[src/rtl/panel_seq_pkg.sv]
package panel_seq_pkg;
  localparam int DESC_W = 32;
  localparam int ROM_AW = 7;

  localparam logic [DESC_W-1:0] END_WORD = '1;
  localparam logic [DESC_W-1:0] INV_WORD = 32'h0021_0000;

  // list start addresses inside the command ROM
  localparam int BASE_ON      = 0;
  localparam int BASE_RST     = 5;
  localparam int BASE_PT_VA   = 10;
  localparam int BASE_PT_QA   = 16;
  localparam int BASE_PT_VB   = 22;
  localparam int BASE_PT_QB   = 27;
  localparam int BASE_CFG     = 32;
  localparam int BASE_XF_VA   = 60;
  localparam int BASE_XF_Q    = 70;
  localparam int BASE_XF_VB   = 80;
  localparam int BASE_OFF     = 90;

  typedef enum logic [1:0] {SEQ_ON, SEQ_OFF, SEQ_MODE} seq_kind_e;

  function automatic logic [DESC_W-1:0] cmd0(input logic [7:0] op);
    return {2'd0, 6'd0, op, 16'd0};
  endfunction

  function automatic logic [DESC_W-1:0] cmd1(input logic [7:0] op, input logic [7:0] a);
    return {2'd1, 6'd0, op, a, 8'd0};
  endfunction

  function automatic logic [DESC_W-1:0] cmd2(input logic [7:0] op, input logic [7:0] a,
                                              input logic [7:0] b);
    return {2'd2, 6'd0, op, a, b};
  endfunction
endpackage

[src/rtl/panel_cmd_rom.sv]
module panel_cmd_rom
  import panel_seq_pkg::*;
#(
  parameter int AW = ROM_AW,
  parameter int DW = DESC_W
) (
  input  logic          clk,
  input  logic [AW-1:0] addr,
  output logic [DW-1:0] q
);
  function automatic logic [DW-1:0] word_at(input int a);
    case (a)
      // display-on list
      0:  return cmd0(8'h29);
      1:  return cmd2(8'hB8, 8'hFF, 8'hF9);
      2:  return cmd0(8'h11);
      3:  return cmd1(8'hB0, 8'h16);
      // reset list
      5:  return cmd0(8'h01);
      6:  return cmd0(8'h00);
      7:  return cmd0(8'h00);
      8:  return cmd0(8'h00);
      // pass-through, model 0, VGA
      10: return cmd1(8'hB0, 8'h16);
      11: return cmd1(8'hBC, 8'h80);
      12: return cmd1(8'hE1, 8'h00);
      13: return cmd1(8'h36, 8'h50);
      14: return cmd1(8'h3B, 8'h00);
      // pass-through, model 0, QVGA
      16: return cmd1(8'hB0, 8'h16);
      17: return cmd1(8'hBC, 8'h81);
      18: return cmd1(8'hE1, 8'h00);
      19: return cmd1(8'h36, 8'h50);
      20: return cmd1(8'h3B, 8'h22);
      // pass-through, model 1, VGA
      22: return cmd1(8'hB0, 8'h16);
      23: return cmd1(8'hBC, 8'h80);
      24: return cmd1(8'hE1, 8'h00);
      25: return cmd1(8'h3B, 8'h00);
      // pass-through, model 1, QVGA
      27: return cmd1(8'hB0, 8'h16);
      28: return cmd1(8'hBC, 8'h81);
      29: return cmd1(8'hE1, 8'h00);
      30: return cmd1(8'h3B, 8'h22);
      // shared configuration list
      32: return cmd2(8'hB8, 8'hFF, 8'hF9);
      33: return cmd0(8'h11);
      34: return cmd1(8'hBA, 8'h01);
      35: return cmd1(8'hBB, 8'h00);
      36: return cmd1(8'h3A, 8'h60);
      37: return cmd1(8'hBF, 8'h10);
      38: return cmd1(8'hB1, 8'h56);
      39: return cmd1(8'hB2, 8'h33);
      40: return cmd1(8'hB3, 8'h11);
      41: return cmd1(8'hB4, 8'h02);
      42: return cmd1(8'hB5, 8'h35);
      43: return cmd1(8'hB6, 8'h40);
      44: return cmd1(8'hB7, 8'h03);
      45: return cmd1(8'hBD, 8'h00);
      46: return cmd1(8'hBE, 8'h00);
      47: return cmd1(8'hC0, 8'h11);
      48: return cmd1(8'hC1, 8'h11);
      49: return cmd1(8'hC2, 8'h11);
      50: return cmd2(8'hC3, 8'h20, 8'h40);
      51: return cmd2(8'hC4, 8'h60, 8'hC0);
      52: return cmd2(8'hC5, 8'h10, 8'h20);
      53: return cmd1(8'hC6, 8'hC0);
      54: return cmd2(8'hC7, 8'h33, 8'h43);
      55: return cmd1(8'hC8, 8'h44);
      56: return cmd1(8'hC9, 8'h33);
      57: return cmd1(8'hCA, 8'h00);
      58: return cmd2(8'hEC, 8'h01, 8'hF0);
      // transfer, model 0, VGA
      60: return cmd1(8'hCF, 8'h02);
      61: return cmd2(8'hD0, 8'h08, 8'h04);
      62: return cmd1(8'hD1, 8'h01);
      63: return cmd2(8'hD2, 8'h14, 8'h00);
      64: return cmd2(8'hD3, 8'h1A, 8'h0F);
      65: return cmd2(8'hD4, 8'h1F, 8'hAF);
      66: return cmd1(8'hD5, 8'h14);
      67: return cmd0(8'h21);
      68: return cmd0(8'h29);
      // transfer, QVGA (both models)
      70: return cmd1(8'hD6, 8'h02);
      71: return cmd2(8'hD7, 8'h08, 8'h04);
      72: return cmd1(8'hD8, 8'h01);
      73: return cmd2(8'hD9, 8'h00, 8'h08);
      74: return cmd2(8'hDE, 8'h05, 8'h0A);
      75: return cmd2(8'hDF, 8'h0A, 8'h19);
      76: return cmd1(8'hE0, 8'h0A);
      77: return cmd0(8'h21);
      78: return cmd0(8'h29);
      // transfer, model 1, VGA
      80: return cmd1(8'hCF, 8'h02);
      81: return cmd2(8'hD0, 8'h08, 8'h04);
      82: return cmd1(8'hD1, 8'h01);
      83: return cmd2(8'hD2, 8'h00, 8'h1E);
      84: return cmd2(8'hD3, 8'h14, 8'h28);
      85: return cmd2(8'hD4, 8'h28, 8'h64);
      86: return cmd1(8'hD5, 8'h28);
      87: return cmd0(8'h21);
      88: return cmd0(8'h29);
      // power-off list
      90: return cmd0(8'h28);
      91: return cmd2(8'hB8, 8'h80, 8'h02);
      92: return cmd0(8'h10);
      93: return cmd1(8'hB0, 8'h00);
      default: return END_WORD;
    endcase
  endfunction

  always_ff @(posedge clk) begin
    q <= word_at(int'(addr));
  end
endmodule

[src/rtl/panel_req_hold.sv]
module panel_req_hold #(
  parameter int W = 1
) (
  input  logic         clk,
  input  logic         rst,
  input  logic         in_v,
  input  logic [W-1:0] in_d,
  input  logic         take,
  output logic         pend_v,
  output logic [W-1:0] pend_d
);
  always_ff @(posedge clk) begin
    if (rst) begin
      pend_v <= 1'b0;
      pend_d <= '0;
    end else if (in_v) begin
      pend_v <= 1'b1;
      pend_d <= in_d;
    end else if (take) begin
      pend_v <= 1'b0;
    end
  end
endmodule

[src/rtl/panel_seq_plan.sv]
module panel_seq_plan
  import panel_seq_pkg::*;
#(
  parameter int AW = ROM_AW
) (
  input  seq_kind_e     kind,
  input  logic [2:0]    step,
  input  logic          model_b,
  input  logic          tgt_vga,
  output logic [AW-1:0] base,
  output logic          last
);
  logic [AW-1:0] pt_base, xf_base;
  logic [2:0]    mode_step;

  always_comb begin
    if (tgt_vga) pt_base = model_b ? AW'(BASE_PT_VB) : AW'(BASE_PT_VA);
    else         pt_base = model_b ? AW'(BASE_PT_QB) : AW'(BASE_PT_QA);
    if (tgt_vga) xf_base = model_b ? AW'(BASE_XF_VB) : AW'(BASE_XF_VA);
    else         xf_base = AW'(BASE_XF_Q);
  end

  // the power-on sequence reuses the mode lists after its two leading lists
  assign mode_step = (kind == SEQ_ON) ? step - 3'd2 : step;

  always_comb begin
    base = AW'(BASE_OFF);
    last = 1'b1;
    case (kind)
      SEQ_OFF: begin
        base = AW'(BASE_OFF);
        last = 1'b1;
      end
      default: begin
        if (kind == SEQ_ON && step == 3'd0)      base = AW'(BASE_ON);
        else if (kind == SEQ_ON && step == 3'd1) base = AW'(BASE_RST);
        else if (mode_step == 3'd0)              base = pt_base;
        else if (mode_step == 3'd1)              base = AW'(BASE_CFG);
        else                                     base = xf_base;
        last = (mode_step == 3'd2);
      end
    endcase
  end
endmodule

[src/rtl/panel_list_walker.sv]
module panel_list_walker
  import panel_seq_pkg::*;
#(
  parameter int AW = ROM_AW,
  parameter int DW = DESC_W
) (
  input  logic          clk,
  input  logic          rst,
  input  logic          start,
  input  logic [AW-1:0] base,
  input  logic          skip_inv,
  input  logic [DW-1:0] rom_q,
  output logic [AW-1:0] rom_addr,
  input  logic          out_ready,
  input  logic          ser_err,
  output logic          out_valid,
  output logic [DW-1:0] out_data,
  output logic          busy,
  output logic          done,
  output logic          aborted
);
  typedef enum logic [1:0] {W_IDLE, W_WAIT, W_EVAL, W_SEND} wstate_e;
  wstate_e st;

  always_ff @(posedge clk) begin
    if (rst) begin
      st        <= W_IDLE;
      rom_addr  <= '0;
      out_valid <= 1'b0;
      out_data  <= '0;
      done      <= 1'b0;
      aborted   <= 1'b0;
    end else begin
      done    <= 1'b0;
      aborted <= 1'b0;
      if (st != W_IDLE && ser_err) begin
        st        <= W_IDLE;
        out_valid <= 1'b0;
        aborted   <= 1'b1;
      end else begin
        case (st)
          W_IDLE: if (start) begin
            rom_addr <= base;
            st       <= W_WAIT;
          end
          W_WAIT: st <= W_EVAL;
          W_EVAL: begin
            if (rom_q == END_WORD[DW-1:0]) begin
              done <= 1'b1;
              st   <= W_IDLE;
            end else if (skip_inv && rom_q == INV_WORD[DW-1:0]) begin
              rom_addr <= rom_addr + 1'b1;
              st       <= W_WAIT;
            end else begin
              out_valid <= 1'b1;
              out_data  <= rom_q;
              st        <= W_SEND;
            end
          end
          W_SEND: if (out_ready) begin
            out_valid <= 1'b0;
            rom_addr  <= rom_addr + 1'b1;
            st        <= W_WAIT;
          end
          default: st <= W_IDLE;
        endcase
      end
    end
  end

  assign busy = (st != W_IDLE);
endmodule

[src/rtl/panel_power_seq.sv]
module panel_power_seq
  import panel_seq_pkg::*;
#(
  parameter int HRES_W = 12,
  parameter int VGA_W0 = 640,
  parameter int VGA_W1 = 480
) (
  input  logic              clk,
  input  logic              rst,
  input  logic              pwr_req_v,
  input  logic              pwr_req_on,
  input  logic              mode_req_v,
  input  logic [HRES_W-1:0] mode_hres,
  input  logic              model_sel,
  input  logic              invert_en,
  output logic              desc_valid,
  output logic [31:0]       desc_data,
  input  logic              desc_ready,
  input  logic              ser_err,
  output logic              power_on,
  output logic              mode_vga,
  output logic              seq_busy
);
  localparam int AW = ROM_AW;

  typedef enum logic [1:0] {T_IDLE, T_LAUNCH, T_RUN} tstate_e;
  tstate_e   st;
  seq_kind_e kind;
  logic [2:0] step;
  logic      tgt_vga, tgt_pwr, model_l, inv_l;

  logic pwr_pend_v, pwr_pend_d, pwr_take;
  logic mode_pend_v, mode_pend_d, mode_take;
  logic req_is_vga;

  logic [AW-1:0] plan_base, rom_addr;
  logic          plan_last;
  logic [31:0]   rom_q;
  logic          walk_start, walk_busy, walk_done, walk_abort;

  assign req_is_vga = (mode_hres == HRES_W'(VGA_W0)) || (mode_hres == HRES_W'(VGA_W1));

  panel_req_hold #(.W(1)) u_pwr_hold (
    .clk(clk), .rst(rst), .in_v(pwr_req_v), .in_d(pwr_req_on),
    .take(pwr_take), .pend_v(pwr_pend_v), .pend_d(pwr_pend_d)
  );

  panel_req_hold #(.W(1)) u_mode_hold (
    .clk(clk), .rst(rst), .in_v(mode_req_v), .in_d(req_is_vga),
    .take(mode_take), .pend_v(mode_pend_v), .pend_d(mode_pend_d)
  );

  assign pwr_take  = (st == T_IDLE) && pwr_pend_v;
  assign mode_take = (st == T_IDLE) && !pwr_pend_v && mode_pend_v;

  panel_seq_plan #(.AW(AW)) u_plan (
    .kind(kind), .step(step), .model_b(model_l), .tgt_vga(tgt_vga),
    .base(plan_base), .last(plan_last)
  );

  panel_cmd_rom #(.AW(AW), .DW(32)) u_rom (
    .clk(clk), .addr(rom_addr), .q(rom_q)
  );

  assign walk_start = (st == T_LAUNCH);

  panel_list_walker #(.AW(AW), .DW(32)) u_walk (
    .clk(clk), .rst(rst), .start(walk_start), .base(plan_base), .skip_inv(!inv_l),
    .rom_q(rom_q), .rom_addr(rom_addr), .out_ready(desc_ready), .ser_err(ser_err),
    .out_valid(desc_valid), .out_data(desc_data), .busy(walk_busy),
    .done(walk_done), .aborted(walk_abort)
  );

  always_ff @(posedge clk) begin
    if (rst) begin
      st       <= T_IDLE;
      kind     <= SEQ_OFF;
      step     <= '0;
      tgt_vga  <= 1'b1;
      tgt_pwr  <= 1'b0;
      model_l  <= 1'b0;
      inv_l    <= 1'b1;
      power_on <= 1'b0;
      mode_vga <= 1'b1;
    end else begin
      case (st)
        T_IDLE: begin
          if (pwr_pend_v) begin
            if (pwr_pend_d != power_on) begin
              kind    <= pwr_pend_d ? SEQ_ON : SEQ_OFF;
              tgt_pwr <= pwr_pend_d;
              tgt_vga <= mode_vga;
              step    <= '0;
              model_l <= model_sel;
              inv_l   <= invert_en;
              st      <= T_LAUNCH;
            end
          end else if (mode_pend_v) begin
            if (mode_pend_d != mode_vga) begin
              kind    <= SEQ_MODE;
              tgt_vga <= mode_pend_d;
              step    <= '0;
              model_l <= model_sel;
              inv_l   <= invert_en;
              st      <= T_LAUNCH;
            end
          end
        end
        T_LAUNCH: st <= T_RUN;
        T_RUN: begin
          if (walk_abort) begin
            st <= T_IDLE;
          end else if (walk_done) begin
            if (plan_last) begin
              if (kind == SEQ_MODE) mode_vga <= tgt_vga;
              else                  power_on <= tgt_pwr;
              st <= T_IDLE;
            end else begin
              step <= step + 3'd1;
              st   <= T_LAUNCH;
            end
          end
        end
        default: st <= T_IDLE;
      endcase
    end
  end

  assign seq_busy = (st != T_IDLE) || pwr_pend_v || mode_pend_v;
endmodule

[config.mk]
export PLATFORM = sky130hd
export DESIGN_NAME = panel_power_seq
export DESIGN_NICKNAME = d
export VERILOG_FILES = /design/src/rtl/panel_seq_pkg.sv /design/src/rtl/panel_cmd_rom.sv /design/src/rtl/panel_req_hold.sv /design/src/rtl/panel_seq_plan.sv /design/src/rtl/panel_list_walker.sv /design/src/rtl/panel_power_seq.sv
export SDC_FILE = /design/constraint.sdc
export NUM_CORES = 1
export LEC_CHECK = 0
export ABC_CLOCK_PERIOD_IN_PS = 4300
export BUFFER_PORTS_ARGS = -buffer_cell sky130_fd_sc_hd__clkbuf_2
export CAP_MARGIN = 25
export CORE_MARGIN = 8
export CORE_UTILIZATION = 35
export CTS_BUF_LIST = sky130_fd_sc_hd__clkbuf_2
export DETAILED_ROUTE_END_ITERATION = 10
export GPL_TIMING_DRIVEN = 0
export SYNTH_ARGS = -nofsm -noshare
export SYNTH_HDL_FRONTEND = slang
export SYNTH_MEMORY_MAX_BITS = 65536
export SYNTH_SLANG_ARGS = --single-unit
[constraint.sdc]
create_clock -name clk -period 4.3 [get_ports clk]
set_clock_uncertainty 0.2 [all_clocks]
set_input_delay 0.215 -clock clk [delete_from_list [all_inputs] [get_ports clk]]
set_output_delay 0.215 -clock clk [all_outputs]
set_load 0.1 [all_outputs]
==> results.yml <==
hold_path:
  hp-class: "in -> reg"
  hp-start: "pwr_req_v"
  hold_end: "u_pwr_hold.pend_v$_SDFFE_PP0P_"
  hold_path_depth: 4
routing:
  drt_iter0_markers: 735
  drt-total-wl_um: 30800
  drt-vias-per-instance: 6.30
  drt-wirelength-per-cell_um: 26.3
  num_vias: 7377
  drcViolationCount: 0
  first_pass_iters: 6
  ant_nets: 0
yosys:
  ys_warn_count: 0
  synthCells: 854
  async_flop_share_pct: 0
  syn_area_sq_um: 6500
  synth_top_area_share_pct: 25.6
  synth-main-ff-cell: "dfxtp_1"
  syn_avg_cell_area_sq_um: 7.61
  synth_edf_count: 0
  ys_top_cells_by_area: "dfxtp_1 26%, nand2_1 6.9%, mux2i_1 6.0%"
  syn_nets: 903
  synth_top_area_cell: "dfxtp_1"
  ys_types: 82
  yosysSeqAreaShare_pct: 25.6
  yosys_register_bits: 83
clock_network:
  cts_tree: "built"
  path_clk_slew_ps: 280
  clock_path_buffers: 2
  h-tree-depth: 3
  cts_buffers: 9
  cts_root_buf: "clkbuf_2"
  post_cts_buffers: 0
  clkSinkCount: 83
  clkLatencyLatePin_ps: 590
grt:
  grt.overflow.total: 0
  grt_pass1_vias: 7121
  antenna_found_initial: 1
  grt_max_degree: 16
  grt_util_all_layers_pct: 25.8
  grt_pass1_wl_um: 45700
pwr:
  irDropWorstVdd_v: 0.000397
  total_power_w: 0.00549
  powerDensity_nw_per_um2: 751
  power_leakage_nw: 2.75
sta:
  report.final.slew_viol_count: 0
  worst_pin_slew_ps: 926
  rsz0062_at_grt: "no"
  period_share_pct: 97.3
  maxSlewHeadroom_pct: 38.3
  final.setup.worst_slack_ps: 117
  fmax_mhz: 239
  final-hold-violation-count: 0
  finalWorstPathRequiredPeriod_ps: 4180
  finalSetupViolations: 0
  setup_tns_ps: 0
worst_setup_path:
  rr_worst_depth: 10
  crit_fanout: 10
  regToRegSetupSlack_ps: 120
  r2r-end: "u_rom.q[29]$_DFF_P_"
  worstPathRequired_ps: 4590
  end_kind: "register"
  regToRegStartpoint: "u_walk.rom_addr[1]$_SDFFE_PP0P_"
  critPathLaunchType: "register"
  path_class: "reg -> reg"
  cp.arrival_ps: 4470
finish:
  drive_above_1_share_pct: 14.9
  final_util_pct: 39.6
  post-route-cell-area_sq_um: 7310
  layout.nets: 980
  synthToLayoutAreaGrowth_pct: 12.4
die:
  initial_utilization_pct: 35.2
  fp.coreArea_sq_um: 18500
  die_y_um: 152
  die_x_um: 152
  dieArea_sq_um: 23200
  io_pins: 57
  rows: 50
place:
  gp_congestion: 0.989
  port-buffer-count: 56
  placed_area_sq_um: 7070
  hpwlAfterDp_um: 22600
  dp_slack_ps: -361
run:
  cap_violations: 0
status:
  run_status: "completed"
[stage by stage]
step | std cells | hold WS [ps]
2_1_floorplan | 854 | 132
3_3_place_gp | 1144 | 241
3_5_place_dp | 1144 | 248
4_1_cts | 1170 | 125
5_1_grt | 1171 | 139
6_report | 1171 | 189
[report_power, final]
part / leakage (nW) / total [W] / switching (W) / internal (W)
Sequential: 0.680 / 0.00113 / 0.000189 / 0.000942
Combinational: 2.00 / 0.00392 / 0.00273 / 0.00118
Clock: 0.0666 / 0.000445 / 0.000308 / 0.000137
[state kept, by name, indices dropped and copies added (netlist names), 2 cells and up]
signal	cells
st	2
kind	2
u_walk.rom_addr	7
u_walk.st	2
u_rom.q	27
step	3
u_walk.out_data	27
[cells in the mapped netlist (4+ instances only)]
master / number
o311ai_0: 4
and2_1: 5
nor2b_1: 17
nand3b_1: 4
nand4_1: 11
nand3_1: 19
nand2_1: 119
a21o_1: 7
o22ai_1: 5
buf_2: 18
xor2_1: 5
a211oi_1: 25
o31ai_1: 7
inv_1: 21
o221ai_1: 5
nor3b_1: 4
a211o_1: 6
o21bai_1: 4
clkbuf_1: 47
nand2b_1: 22
buf_4: 7
a31oi_1: 16
nor2_1: 64
o21ai_0: 54
or2_2: 6
dfxtp_1: 83
a311oi_1: 6
mux2_2: 6
a21oi_1: 58
a221oi_1: 8
mux2i_1: 39
buf_1: 8
ha_1: 28
o211ai_1: 11
a2111oi_0: 4
nor4_1: 8
nor3_1: 18
a31o_2: 4
mux4_2: 6
[worst max path at each step]
stage	start	endpoint	slack, ps	depth (start not counted)
2_1_floorplan	u_walk.rom_addr[1]$_SDFFE_PP0P_	u_rom.q[7]$_DFF_P_	1310	10
3_3_place_gp	u_walk.rom_addr[1]$_SDFFE_PP0P_	u_rom.q[23]$_DFF_P_	-620	10
3_5_place_dp	u_walk.rom_addr[1]$_SDFFE_PP0P_	u_rom.q[23]$_DFF_P_	-360	10
4_1_cts	u_walk.rom_addr[1]$_SDFFE_PP0P_	u_rom.q[23]$_DFF_P_	60	9
5_1_grt	u_walk.rom_addr[1]$_SDFFE_PP0P_	u_rom.q[29]$_DFF_P_	60	10
6_report	u_walk.rom_addr[1]$_SDFFE_PP0P_	u_rom.q[29]$_DFF_P_	120	10
[what timing repair did]
action,CTS,global route
resized for setup,1,4
hold buffers,11,0
endpoints found under the setup margin,21,9
endpoints found under the hold margin,13,0
[kinds of logic (layout without fill, tap and decap cells)]
group                      after synthesis  after routing  share of synthesized area, %
other                                    0              1                             0
and+or+nand+nor                        315            315                          23.7
adders and majority gates               28             28                          5.39
AOI/OAI and AO/OA                      263            263                          27.6
muxes                                   51             51                          9.12
buffers and inverters                  107            189                          7.66
xor gates and xnor gates                 7              7                         0.943
DFF                                     83             83                          25.6
[layout make-up]
type / count / area, sq um
timing repair buffer: 67 / 390
fill: 1979 / 11100
antenna: 1 / 2.50
buffer: 83 / 410
sequential: 83 / 1660
inverter: 23 / 86.3
multi-input combinational: 664 / 4340
clock inverter: 7 / 75.1
clock buffer: 9 / 45.0
tap: 234 / 293
[per-layer routing]
layer	share of wire [%]	global-route usage (%)	wire length, um
met5	0	0	0
met4	5.3	14.3	1630
met3	11	7.26	3490
met2	42	38.0	12900
met1	42	33.3	12800
[critical path: stages (launching register included)]
cell	delay, ps
dfxtp_2	460
clkbuf_1	250
clkbuf_2	350
inv_1	520
ha_1	420
clkbuf_1	540
and3b_1	240
a211oi_1	80
a211oi_1	690
nor2_1	100
o21ai_0	220
[placed cells by master, fill, tap and decap left out, types with 25 or more instances in the layout]
| cell | synthesis | routed |
|---|---|---|
| nand2_1 | 119 | 119 |
| nor2_1 | 64 | 64 |
| clkbuf_2 | 0 | 67 |
| a21oi_1 | 58 | 58 |
| ha_1 | 28 | 28 |
| clkbuf_1 | 47 | 44 |
| a211oi_1 | 25 | 25 |
| dfxtp_1 | 83 | 82 |
| mux2i_1 | 39 | 39 |
| o21ai_0 | 54 | 54 |
(Power assumes the default switching activity.)
